File: config.mk
export PLATFORM = sky130hd
export DESIGN_NAME = run_seq
export DESIGN_NICKNAME = d
export VERILOG_FILES = /design/src/rtl/run_seq_pkg.sv /design/src/rtl/run_seq_picker.sv /design/src/rtl/run_seq_busunit.sv /design/src/rtl/run_seq.sv
export SDC_FILE = /design/constraint.sdc
export NUM_CORES = 1
export LEC_CHECK = 0
export BUFFER_PORTS_ARGS = -buffer_cell sky130_fd_sc_hd__buf_2
export CAP_MARGIN = 20
export CORE_ASPECT_RATIO = 1.1
export CORE_MARGIN = 2
export CORE_UTILIZATION = 44
export CTS_CLUSTER_SIZE = 24
export DETAILED_ROUTE_END_ITERATION = 6
export PLACE_DENSITY = 0.73
export SLEW_MARGIN = 20
export SYNTH_ARGS = -nofsm -noshare
export SYNTH_HDL_FRONTEND = slang
export SYNTH_SLANG_ARGS = --single-unit
File: constraint.sdc
create_clock -name clk -period 4.6 [get_ports clk]
set_input_delay 0.46 -clock clk [delete_from_list [all_inputs] [get_ports clk]]
set_output_delay 0.46 -clock clk [all_outputs]
set_load 0.005 [all_outputs]
File: src/rtl/run_seq_pkg.sv
package run_seq_pkg;

    // Activity reported on the grant output each cycle.
    typedef enum logic [2:0] {
        GR_HALT    = 3'd0,
        GR_LOCK    = 3'd1,
        GR_SUSPEND = 3'd2,
        GR_FILL    = 3'd3,
        GR_DMA     = 3'd4,
        GR_FETCH   = 3'd5,
        GR_EXEC    = 3'd6
    } grant_t;

    // Sequencer states.
    typedef enum logic [2:0] {
        ST_PICK,
        ST_SUSPEND,
        ST_FILL,
        ST_DMA,
        ST_DISPATCH,
        ST_EXEC
    } state_t;

endpackage

File: src/rtl/run_seq_picker.sv
module run_seq_picker
    import run_seq_pkg::*;
(
    input  logic   lock_q,
    input  logic   susp_en_q,
    input  logic   fill_q,
    input  logic   dma_q,
    input  logic   halt_q,
    output grant_t pick
);

    // Fixed ranking: the first flag that holds wins the step.
    always_comb begin
        if (lock_q)         pick = GR_LOCK;
        else if (susp_en_q) pick = GR_SUSPEND;
        else if (fill_q)    pick = GR_FILL;
        else if (dma_q)     pick = GR_DMA;
        else if (halt_q)    pick = GR_HALT;
        else                pick = GR_FETCH;
    end

endmodule

File: src/rtl/run_seq_busunit.sv
module run_seq_busunit #(
    parameter int ADDR_W = 24,
    parameter int DATA_W = 16,
    parameter int PEND_W = 8
) (
    input  logic              clk,
    input  logic              rst_n,
    input  logic              launch,
    input  logic              launch_wr,
    input  logic [ADDR_W-1:0] launch_addr,
    input  logic [PEND_W-1:0] launch_cycles,
    input  logic              mdr_load,
    input  logic [DATA_W-1:0] mdr_din,
    input  logic [DATA_W-1:0] mem_rdata,
    output logic              mem_rd,
    output logic              mem_wr,
    output logic [ADDR_W-1:0] mem_addr,
    output logic [DATA_W-1:0] mdr,
    output logic              active
);

    localparam logic [PEND_W-1:0] PEND_ONE = PEND_W'(1);

    logic              active_q;
    logic              wr_q;
    logic [ADDR_W-1:0] addr_q;
    logic [PEND_W-1:0] pend_q;
    logic [DATA_W-1:0] mdr_q;
    logic              finish;

    // The access finishes once the remaining budget is no larger than one cycle.
    assign finish = active_q && !(pend_q > PEND_ONE);

    always_ff @(posedge clk or negedge rst_n) begin
        if (!rst_n) begin
            active_q <= 1'b0;
            wr_q     <= 1'b0;
            addr_q   <= '0;
            pend_q   <= '0;
        end else if (!active_q) begin
            if (launch) begin
                active_q <= 1'b1;
                wr_q     <= launch_wr;
                addr_q   <= launch_addr;
                pend_q   <= launch_cycles;
            end
        end else if (pend_q > PEND_ONE) begin
            pend_q <= pend_q - PEND_ONE;
        end else begin
            active_q <= 1'b0;
            pend_q   <= '0;
        end
    end

    always_ff @(posedge clk or negedge rst_n) begin
        if (!rst_n)               mdr_q <= '0;
        else if (finish && !wr_q) mdr_q <= mem_rdata;
        else if (mdr_load)        mdr_q <= mdr_din;
    end

    assign mem_rd   = finish && !wr_q;
    assign mem_wr   = finish && wr_q;
    assign mem_addr = addr_q;
    assign mdr      = mdr_q;
    assign active   = active_q;

endmodule

File: src/rtl/run_seq.sv
module run_seq
    import run_seq_pkg::*;
#(
    parameter int ADDR_W = 24,
    parameter int DATA_W = 16,
    parameter int SUSP_W = 8,
    parameter int PEND_W = 8
) (
    input  logic              clk,
    input  logic              rst_n,
    input  logic              lock_set,
    input  logic              halt_set,
    input  logic              susp_set,
    input  logic [SUSP_W-1:0] susp_cycles,
    input  logic              fill_set,
    input  logic              dma_set,
    output logic              fill_start,
    input  logic              fill_done,
    output logic              dma_start,
    input  logic              dma_done,
    output logic              exec_start,
    input  logic              exec_done,
    output logic [2:0]        grant,
    input  logic              bus_launch,
    input  logic              bus_write,
    input  logic [ADDR_W-1:0] bus_addr,
    input  logic [PEND_W-1:0] bus_cycles,
    input  logic              mdr_load,
    input  logic [DATA_W-1:0] mdr_din,
    output logic              mem_rd,
    output logic              mem_wr,
    output logic [ADDR_W-1:0] mem_addr,
    output logic [DATA_W-1:0] mem_wdata,
    input  logic [DATA_W-1:0] mem_rdata,
    output logic [DATA_W-1:0] mdr,
    output logic              busy,
    output logic              running
);

    localparam logic [SUSP_W-1:0] SUSP_ONE = SUSP_W'(1);

    state_t            st_q, st_d;
    logic [SUSP_W-1:0] cnt_q, cnt_d;
    logic              lock_q, halt_q, susp_en_q, fill_q, dma_q;
    logic [SUSP_W-1:0] susp_len_q;
    logic              susp_clr;
    logic              bus_active;
    grant_t            pick, gr;

    run_seq_picker u_picker (
        .lock_q    (lock_q),
        .susp_en_q (susp_en_q),
        .fill_q    (fill_q),
        .dma_q     (dma_q),
        .halt_q    (halt_q),
        .pick      (pick)
    );

    run_seq_busunit #(
        .ADDR_W (ADDR_W),
        .DATA_W (DATA_W),
        .PEND_W (PEND_W)
    ) u_bus (
        .clk           (clk),
        .rst_n         (rst_n),
        .launch        (bus_launch),
        .launch_wr     (bus_write),
        .launch_addr   (bus_addr),
        .launch_cycles (bus_cycles),
        .mdr_load      (mdr_load),
        .mdr_din       (mdr_din),
        .mem_rdata     (mem_rdata),
        .mem_rd        (mem_rd),
        .mem_wr        (mem_wr),
        .mem_addr      (mem_addr),
        .mdr           (mdr),
        .active        (bus_active)
    );

    // Next-state and suspend bookkeeping.
    always_comb begin
        st_d     = st_q;
        cnt_d    = cnt_q;
        susp_clr = 1'b0;
        unique case (st_q)
            ST_PICK: begin
                unique case (pick)
                    GR_SUSPEND: begin
                        if (susp_len_q == SUSP_ONE) begin
                            susp_clr = 1'b1;
                        end else if (susp_len_q != '0) begin
                            cnt_d = susp_len_q - SUSP_ONE;
                            st_d  = ST_SUSPEND;
                        end
                    end
                    GR_FILL:  st_d = ST_FILL;
                    GR_DMA:   st_d = ST_DMA;
                    GR_FETCH: st_d = ST_DISPATCH;
                    default:  st_d = ST_PICK;
                endcase
            end
            ST_SUSPEND: begin
                if (cnt_q == SUSP_ONE) begin
                    susp_clr = 1'b1;
                    st_d     = ST_PICK;
                end else begin
                    cnt_d = cnt_q - SUSP_ONE;
                end
            end
            ST_FILL:     if (fill_done) st_d = ST_PICK;
            ST_DMA:      if (dma_done)  st_d = ST_PICK;
            ST_DISPATCH: st_d = ST_EXEC;
            ST_EXEC:     if (exec_done) st_d = ST_PICK;
            default:     st_d = ST_PICK;
        endcase
    end

    // State register.
    always_ff @(posedge clk or negedge rst_n) begin
        if (!rst_n) begin
            st_q  <= ST_PICK;
            cnt_q <= '0;
        end else begin
            st_q  <= st_d;
            cnt_q <= cnt_d;
        end
    end

    // Control flags: lock and halt are sticky; a set pulse beats a clearing done.
    always_ff @(posedge clk or negedge rst_n) begin
        if (!rst_n) begin
            lock_q     <= 1'b0;
            halt_q     <= 1'b0;
            susp_en_q  <= 1'b0;
            susp_len_q <= '0;
            fill_q     <= 1'b0;
            dma_q      <= 1'b0;
        end else begin
            lock_q <= lock_q | lock_set;
            halt_q <= halt_q | halt_set;
            if (susp_set && !susp_en_q) begin
                susp_en_q  <= 1'b1;
                susp_len_q <= susp_cycles;
            end else if (susp_clr) begin
                susp_en_q  <= 1'b0;
                susp_len_q <= '0;
            end
            fill_q <= fill_set | (fill_q & ~((st_q == ST_FILL) & fill_done));
            dma_q  <= dma_set  | (dma_q  & ~((st_q == ST_DMA)  & dma_done));
        end
    end

    // Outputs.
    always_comb begin
        gr         = GR_EXEC;
        fill_start = 1'b0;
        dma_start  = 1'b0;
        exec_start = 1'b0;
        unique case (st_q)
            ST_PICK: begin
                gr         = pick;
                fill_start = (pick == GR_FILL);
                dma_start  = (pick == GR_DMA);
            end
            ST_SUSPEND:  gr = GR_SUSPEND;
            ST_FILL:     gr = GR_FILL;
            ST_DMA:      gr = GR_DMA;
            ST_DISPATCH: begin
                gr         = GR_EXEC;
                exec_start = 1'b1;
            end
            ST_EXEC:     gr = GR_EXEC;
            default:     gr = GR_EXEC;
        endcase
    end

    assign grant     = gr;
    assign mem_wdata = mdr;
    assign busy      = fill_q | dma_q | bus_active;
    assign running   = busy | ~halt_q;

endmodule

Word-level counts from Yosys, hierarchy flattened

Index checks and enable logic that the tools add are counted.

Word-level logic and storage cells: 107
Register bits: 74
Output and inout port bits: 66

Bitwise operators: 15
$add $sub $neg: 3
Eq/ne operators: 21
Multiplexer cells: 38
$lt $le $gt $ge: 1
Reduce and logical (&&, ||, !) cells: 16

Operator list:

| operator              | count |
|---|---|
| $mux W8               | 9 |
| $mux W3               | 11 |
| $mux W16              | 2 |
| $pmux W3 S4           | 2 |
| $sub A8 B1 Y8 const B | 3 |
| $pmux W3 S6           | 1 |
| $eq A8 B1 Y1 const B  | 2 |
| $pmux W8 S2           | 1 |
| $ne A2 B2 Y1 const B  | 7 |
| $eq A3 B2 Y1 const B  | 4 |
| $eq A3 B3 Y1 const B  | 4 |
| $mux W1               | 11 |
| $gt A8 B1 Y1 const B  | 1 |
| $reduce_bool A2 Y1    | 4 |
| $reduce_bool A8 Y1    | 1 |
| $or A1 B1 Y1          | 7 |
| $ne A3 B3 Y1 const B  | 2 |
| $reduce_and A6 Y1     | 1 |
| $reduce_and A5 Y1     | 1 |
| $and A1 B1 Y1         | 4 |
| $logic_and A1 B1 Y1   | 4 |
| $not A1 Y1            | 4 |
| $eq A3 B1 Y1 const B  | 1 |
| $logic_not A1 Y1      | 3 |
| other kinds (4)       | 4 |

Logic depth before layout (Yosys ltp)

Word-level depth: 10
Depth in mapped cells: 9
Depth with buffers taken out: 7

By module

From an unflattened synthesis, not the netlist that was laid out.

Cell total of the unflattened synthesis: 419
Area total of the unflattened synthesis: 4,036.4 µm²

Modules (own cells, without submodules):

| module          | area each (µm²) | cells each | instances |
|---|---|---|---|
| run_seq_busunit | 2,357.3         | 223        | 1 |
| run_seq         | 1,635.3         | 189        | 1 |
| run_seq_picker  | 43.8            | 7          | 1 |

Worst setup path after synthesis

Ideal clock, no wire load.

Path type: reg-to-output
From: register u_bus.pend_q[0]
To: output port mem_rd
Cell stages (with the launch flop): 6
Arrival: 1,576 ps
Path slack: 2,564 ps
Buffers on the path: 1
Cells stage by stage: dfrtp_1 -> inv_1 -> ha_1 -> o21ai_0 -> nor3_1 -> clkbuf_1

Word-level cells in the longest chain between the ends: 4

Ends and longest elaborated chain:

| what                   | line                  | RTL |
|---|---|---|
| start, declared        | run_seq_busunit.sv:27 | `logic [PEND_W-1:0] pend_q;` |
| start signal, assigned | run_seq_busunit.sv:45 | `pend_q <= launch_cycles;` |
| start signal, assigned | run_seq_busunit.sv:48 | `pend_q <= pend_q - PEND_ONE;` |
| $gt A8 B1 Y1           | run_seq_busunit.sv:32 | `assign finish = active_q && !(pend_q > PEND_ONE);` |
| $logic_not A1 Y1       | run_seq_busunit.sv:32 |  |
| $logic_and A1 B1 Y1    | run_seq_busunit.sv:32 |  |
| $logic_and A1 B1 Y1    | run_seq_busunit.sv:61 | `assign mem_rd = finish && !wr_q;` |
| end, declared          | run_seq.sv:30         | `output logic mem_rd,` |

Every way passes these cells.

Worst setup path after layout

Ends and elaborated chain as after synthesis.

==> impl_summary.log <==
INFO  metric clk_latency = 340 ps
INFO  metric tritoncts_num_sinks = 74
INFO  metric remaining_drc_errors = 0
INFO  metric final_layout_size_suffix_gt1_frac = 0.408
INFO  metric die_w = 93.3 um
INFO  metric power_leakage = 2.33 nW
INFO  metric commonest_cells_after_routing_fill_and_taps_aside = sky130_fd_sc_hd__buf_2 (149), sky130_fd_sc_hd__dfrtp_1 (74), sky130_fd_sc_hd__nand2_1 (36)
INFO  metric synth-adder-area-share = 0.0227
INFO  metric layout.nets = 589
INFO  metric antenna_cells = 0
INFO  metric drt_first_pass_iters = 5
INFO  metric synth_simple_gate_area_frac = 0.137
INFO  metric timing.final.max_slew_violations = 0
INFO  metric core = ~0.0085 sq mm
INFO  metric number_of_nets_produced_by_synthesis = 460
INFO  metric clock.fmax = 0.380 GHz
INFO  metric cts_tree = done
INFO  metric combinational_family_with_the_most_area_after_synthesis = compound AO/OA/AOI/OAI gates
INFO  metric final_common_cell = sky130_fd_sc_hd__buf_2
INFO  metric detailed_place_hpwl = 6650 um
INFO  metric grt_first_pass_wirelength = 14,200 um
INFO  metric hp-class = input pin to async pin
INFO  metric grt_setup_unrepaired = false
INFO  metric gpl.final_weighted_congestion = between 0.8 and 0.9
INFO  metric timing.critical_path.from_type = flop
INFO  metric global_route.overflow_total = 0
INFO  metric routed_wire_length_per_instance = 14.4 um
INFO  metric crit_path_end_kind = primary output
INFO  metric cts-htree-levels = 3
INFO  metric vias_per_cell = 5.26
INFO  metric cts_inserted_buffers = 9
INFO  metric start_util = 0.457
INFO  metric power-per-cell-area = 469 mW/mm^2
INFO  metric required_worst_endpoint = 4140 ps
INFO  metric critical_path_class = flop to primary output
INFO  metric ctsResizeCount = 0
INFO  metric yosysWarningCount = 0
INFO  metric dr_total_vias = around 3,200
INFO  metric dieArea = 0.00954 sq mm
INFO  metric final_period_demand_of_the_worst_path = 2630 ps
INFO  metric wl = 8820 um
INFO  metric post-cts-setup-buffers = 0
INFO  metric clkSlewWorstSetupHoldPaths = 80 ps
INFO  metric worst_ep_arrival_time = 2170 ps
INFO  metric detailedPlace.worstSlack = 2370 ps
INFO  metric synth_cell_type_count = 51
INFO  metric fin_util = 0.571
INFO  metric drv.max_cap_violation_count = 0
INFO  metric number_of_antenna_violations_at_the_first_check_in_global_routing = 0
INFO  metric placementRows = 35
INFO  metric fin_crit_sh = 0.572
INFO  metric maximum_number_of_pins_on_one_net_before_global_route_repair = between 70 and 80
INFO  metric synth_xor_area_frac = 0.0227
INFO  metric post_synth_inst_count = 368
INFO  metric synth_seq_area_share = 0.480
INFO  metric place.port_buffers = 150
INFO  metric avgSynthCellArea = 10.5 sq um
INFO  metric setup_viol_count_final = 0
INFO  metric clock-root-buffer = sky130_fd_sc_hd__clkbuf_8
INFO  metric ant_nets = 0
INFO  metric max_slew_margin = 0.399
INFO  metric synthMuxAreaShare = 0.130
INFO  metric count_of_final_hold_check_violations = 0
INFO  metric grt_pass1_vias = 3,027
INFO  metric area_of_the_mapped_netlist = 0.00386 sq mm
INFO  metric final.setup.tns = 0 ps
INFO  metric timing.clock.skew = a little over 9 ps
INFO  metric detailedRoute.firstIterationViolations = 88
INFO  metric synth-seq-cells = between 70 and 80
INFO  metric worst_pin_slew = 901 ps
INFO  metric ir_drop = 271 uV
INFO  metric ioPinCount = between 150 and 200
INFO  metric final.setup.worst_slack = 1970 ps
INFO  metric power.total = 2.26 mW
INFO  metric grt_util_all_layers = 0.188
INFO  metric area_growth = 25.0%
INFO  metric die-height = 102 um
INFO  metric run_status = complete, no violations
INFO  metric cts-root-to-sink-buffers = 2
INFO  metric synth-compound-area-share = 0.139
INFO  metric ctsHoldBuffers = 0
INFO  metric crit_path_max_fanout = 33
## state kept, by name, indices dropped and copies added (netlist names)
register	flops
u_bus.active	1
st_q	3
u_bus.mdr	16
susp_en_q	1
fill_q	1
lock_q	1
dma_q	1
u_bus.wr_q	1
u_bus.mem_addr	24
susp_len_q	8
cnt_q	8
u_bus.pend_q	8
halt_q	1
## power breakdown
group	internal, mW	switching [mW]	total [mW]
logic	0.338	0.300	0.638
registers	0.810	0.161	0.971
clock network	0.415	0.240	0.655
total	1.56	0.701	2.26
## layout make-up
| cell class | instances | area (sq um) |
|---|---|---|
| fillers | 753 | 3630 |
| flip-flops and latches | 74 | 1850 |
| well taps | 111 | 139 |
| multi-input cells | 247 | 1750 |
| clock buffers | 9 | 124 |
| repair buffers | 153 | 776 |
| inverters | 12 | 45.0 |
| clock inverters | 7 | 141 |
## critical path, stage by stage, from the launching register on
cell and delay, ps:
sky130_fd_sc_hd__dfrtp_1 450, sky130_fd_sc_hd__inv_1 70, sky130_fd_sc_hd__ha_1 270, sky130_fd_sc_hd__o21ai_0 540, sky130_fd_sc_hd__nor3_2 90, sky130_fd_sc_hd__buf_4 250
sky130_fd_sc_hd__buf_2 160
## cell families (layout without fill, tap and decap cells)
family / after synthesis / in the layout
AO/OA/AOI/OAI: 82 / 82
XOR/XNOR: 10 / 10
adder cells (fa/ha/maj): 7 / 7
buffers and inverters: 47 / 181
flip-flops: 74 / 74
multiplexers: 47 / 47
AND/OR/NAND/NOR: 101 / 101
## synth_stat cells (all sizes together)
master,n,share of area
a21o,5,0.010
xnor2,2,0.0045
a211oi,2,0.0052
dfrtp,74,0.48
buf,23,0.046
inv,12,0.012
or2,3,0.0049
o41ai,1,0.0023
nand3,5,0.0065
o22ai,7,0.011
or3b,1,0.0023
o21bai,1,0.0019
nand3b,1,0.0019
ha,7,0.023
nor4,3,0.0049
clkbuf,12,0.012
nor2b,8,0.013
and2,2,0.0039
o21ai,28,0.036
a31oi,5,0.0081
o211ai,4,0.0078
nor3b,3,0.0071
nand4,2,0.0032
nor3,10,0.014
mux2i,23,0.060
a21oi,10,0.014
or3,2,0.0032
o31ai,4,0.0078
mux2,24,0.070
o221ai,1,0.0023
nand2b,2,0.0032
a22o,11,0.025
nor2,16,0.016
nand2,36,0.035
o32ai,1,0.0023
and4b,1,0.0026
xor2,8,0.018
o31a,2,0.0045
nor4b,5,0.013
nand4b,1,0.0023
## per-layer routing
layer | global-route usage | wire (um)
met5 | 0 | 0
met4 | 0.0667 | 96
met3 | 0.0531 | 843
met2 | 0.325 | 4270
met1 | 0.225 | 3610
## worst paths after layout
check	cells past startpoint	slack (ps)	to	from
max	6	1970	mem_rd	u_bus.pend_q[0]$_DFFE_PN0P_
min	1	240	susp_len_q[3]$_DFFE_PN0P_	rst_n
max reg2reg	6	2510	u_bus.pend_q[1]$_DFFE_PN0P_	u_bus.pend_q[0]$_DFFE_PN0P_
min reg2reg	1	510	u_bus.mem_addr[12]$_DFFE_PN0P_	u_bus.mem_addr[12]$_DFFE_PN0P_
max in group asynchronous	1	3770	u_bus.mem_addr[23]$_DFFE_PN0P_	rst_n
min in group clk	2	300	fill_q$_DFF_PN0_	fill_set
## through the flow
step,std cells,hold WS [ps],area (sq um)
2_1_floorplan,368,164,3860
6_report,613,236,4820
3_3_place_gp,597,484,4560
4_1_cts,613,279,4820
5_1_grt,613,284,4820
3_5_place_dp,597,491,4560
No activity file was read; power rests on OpenSTA's default activity.
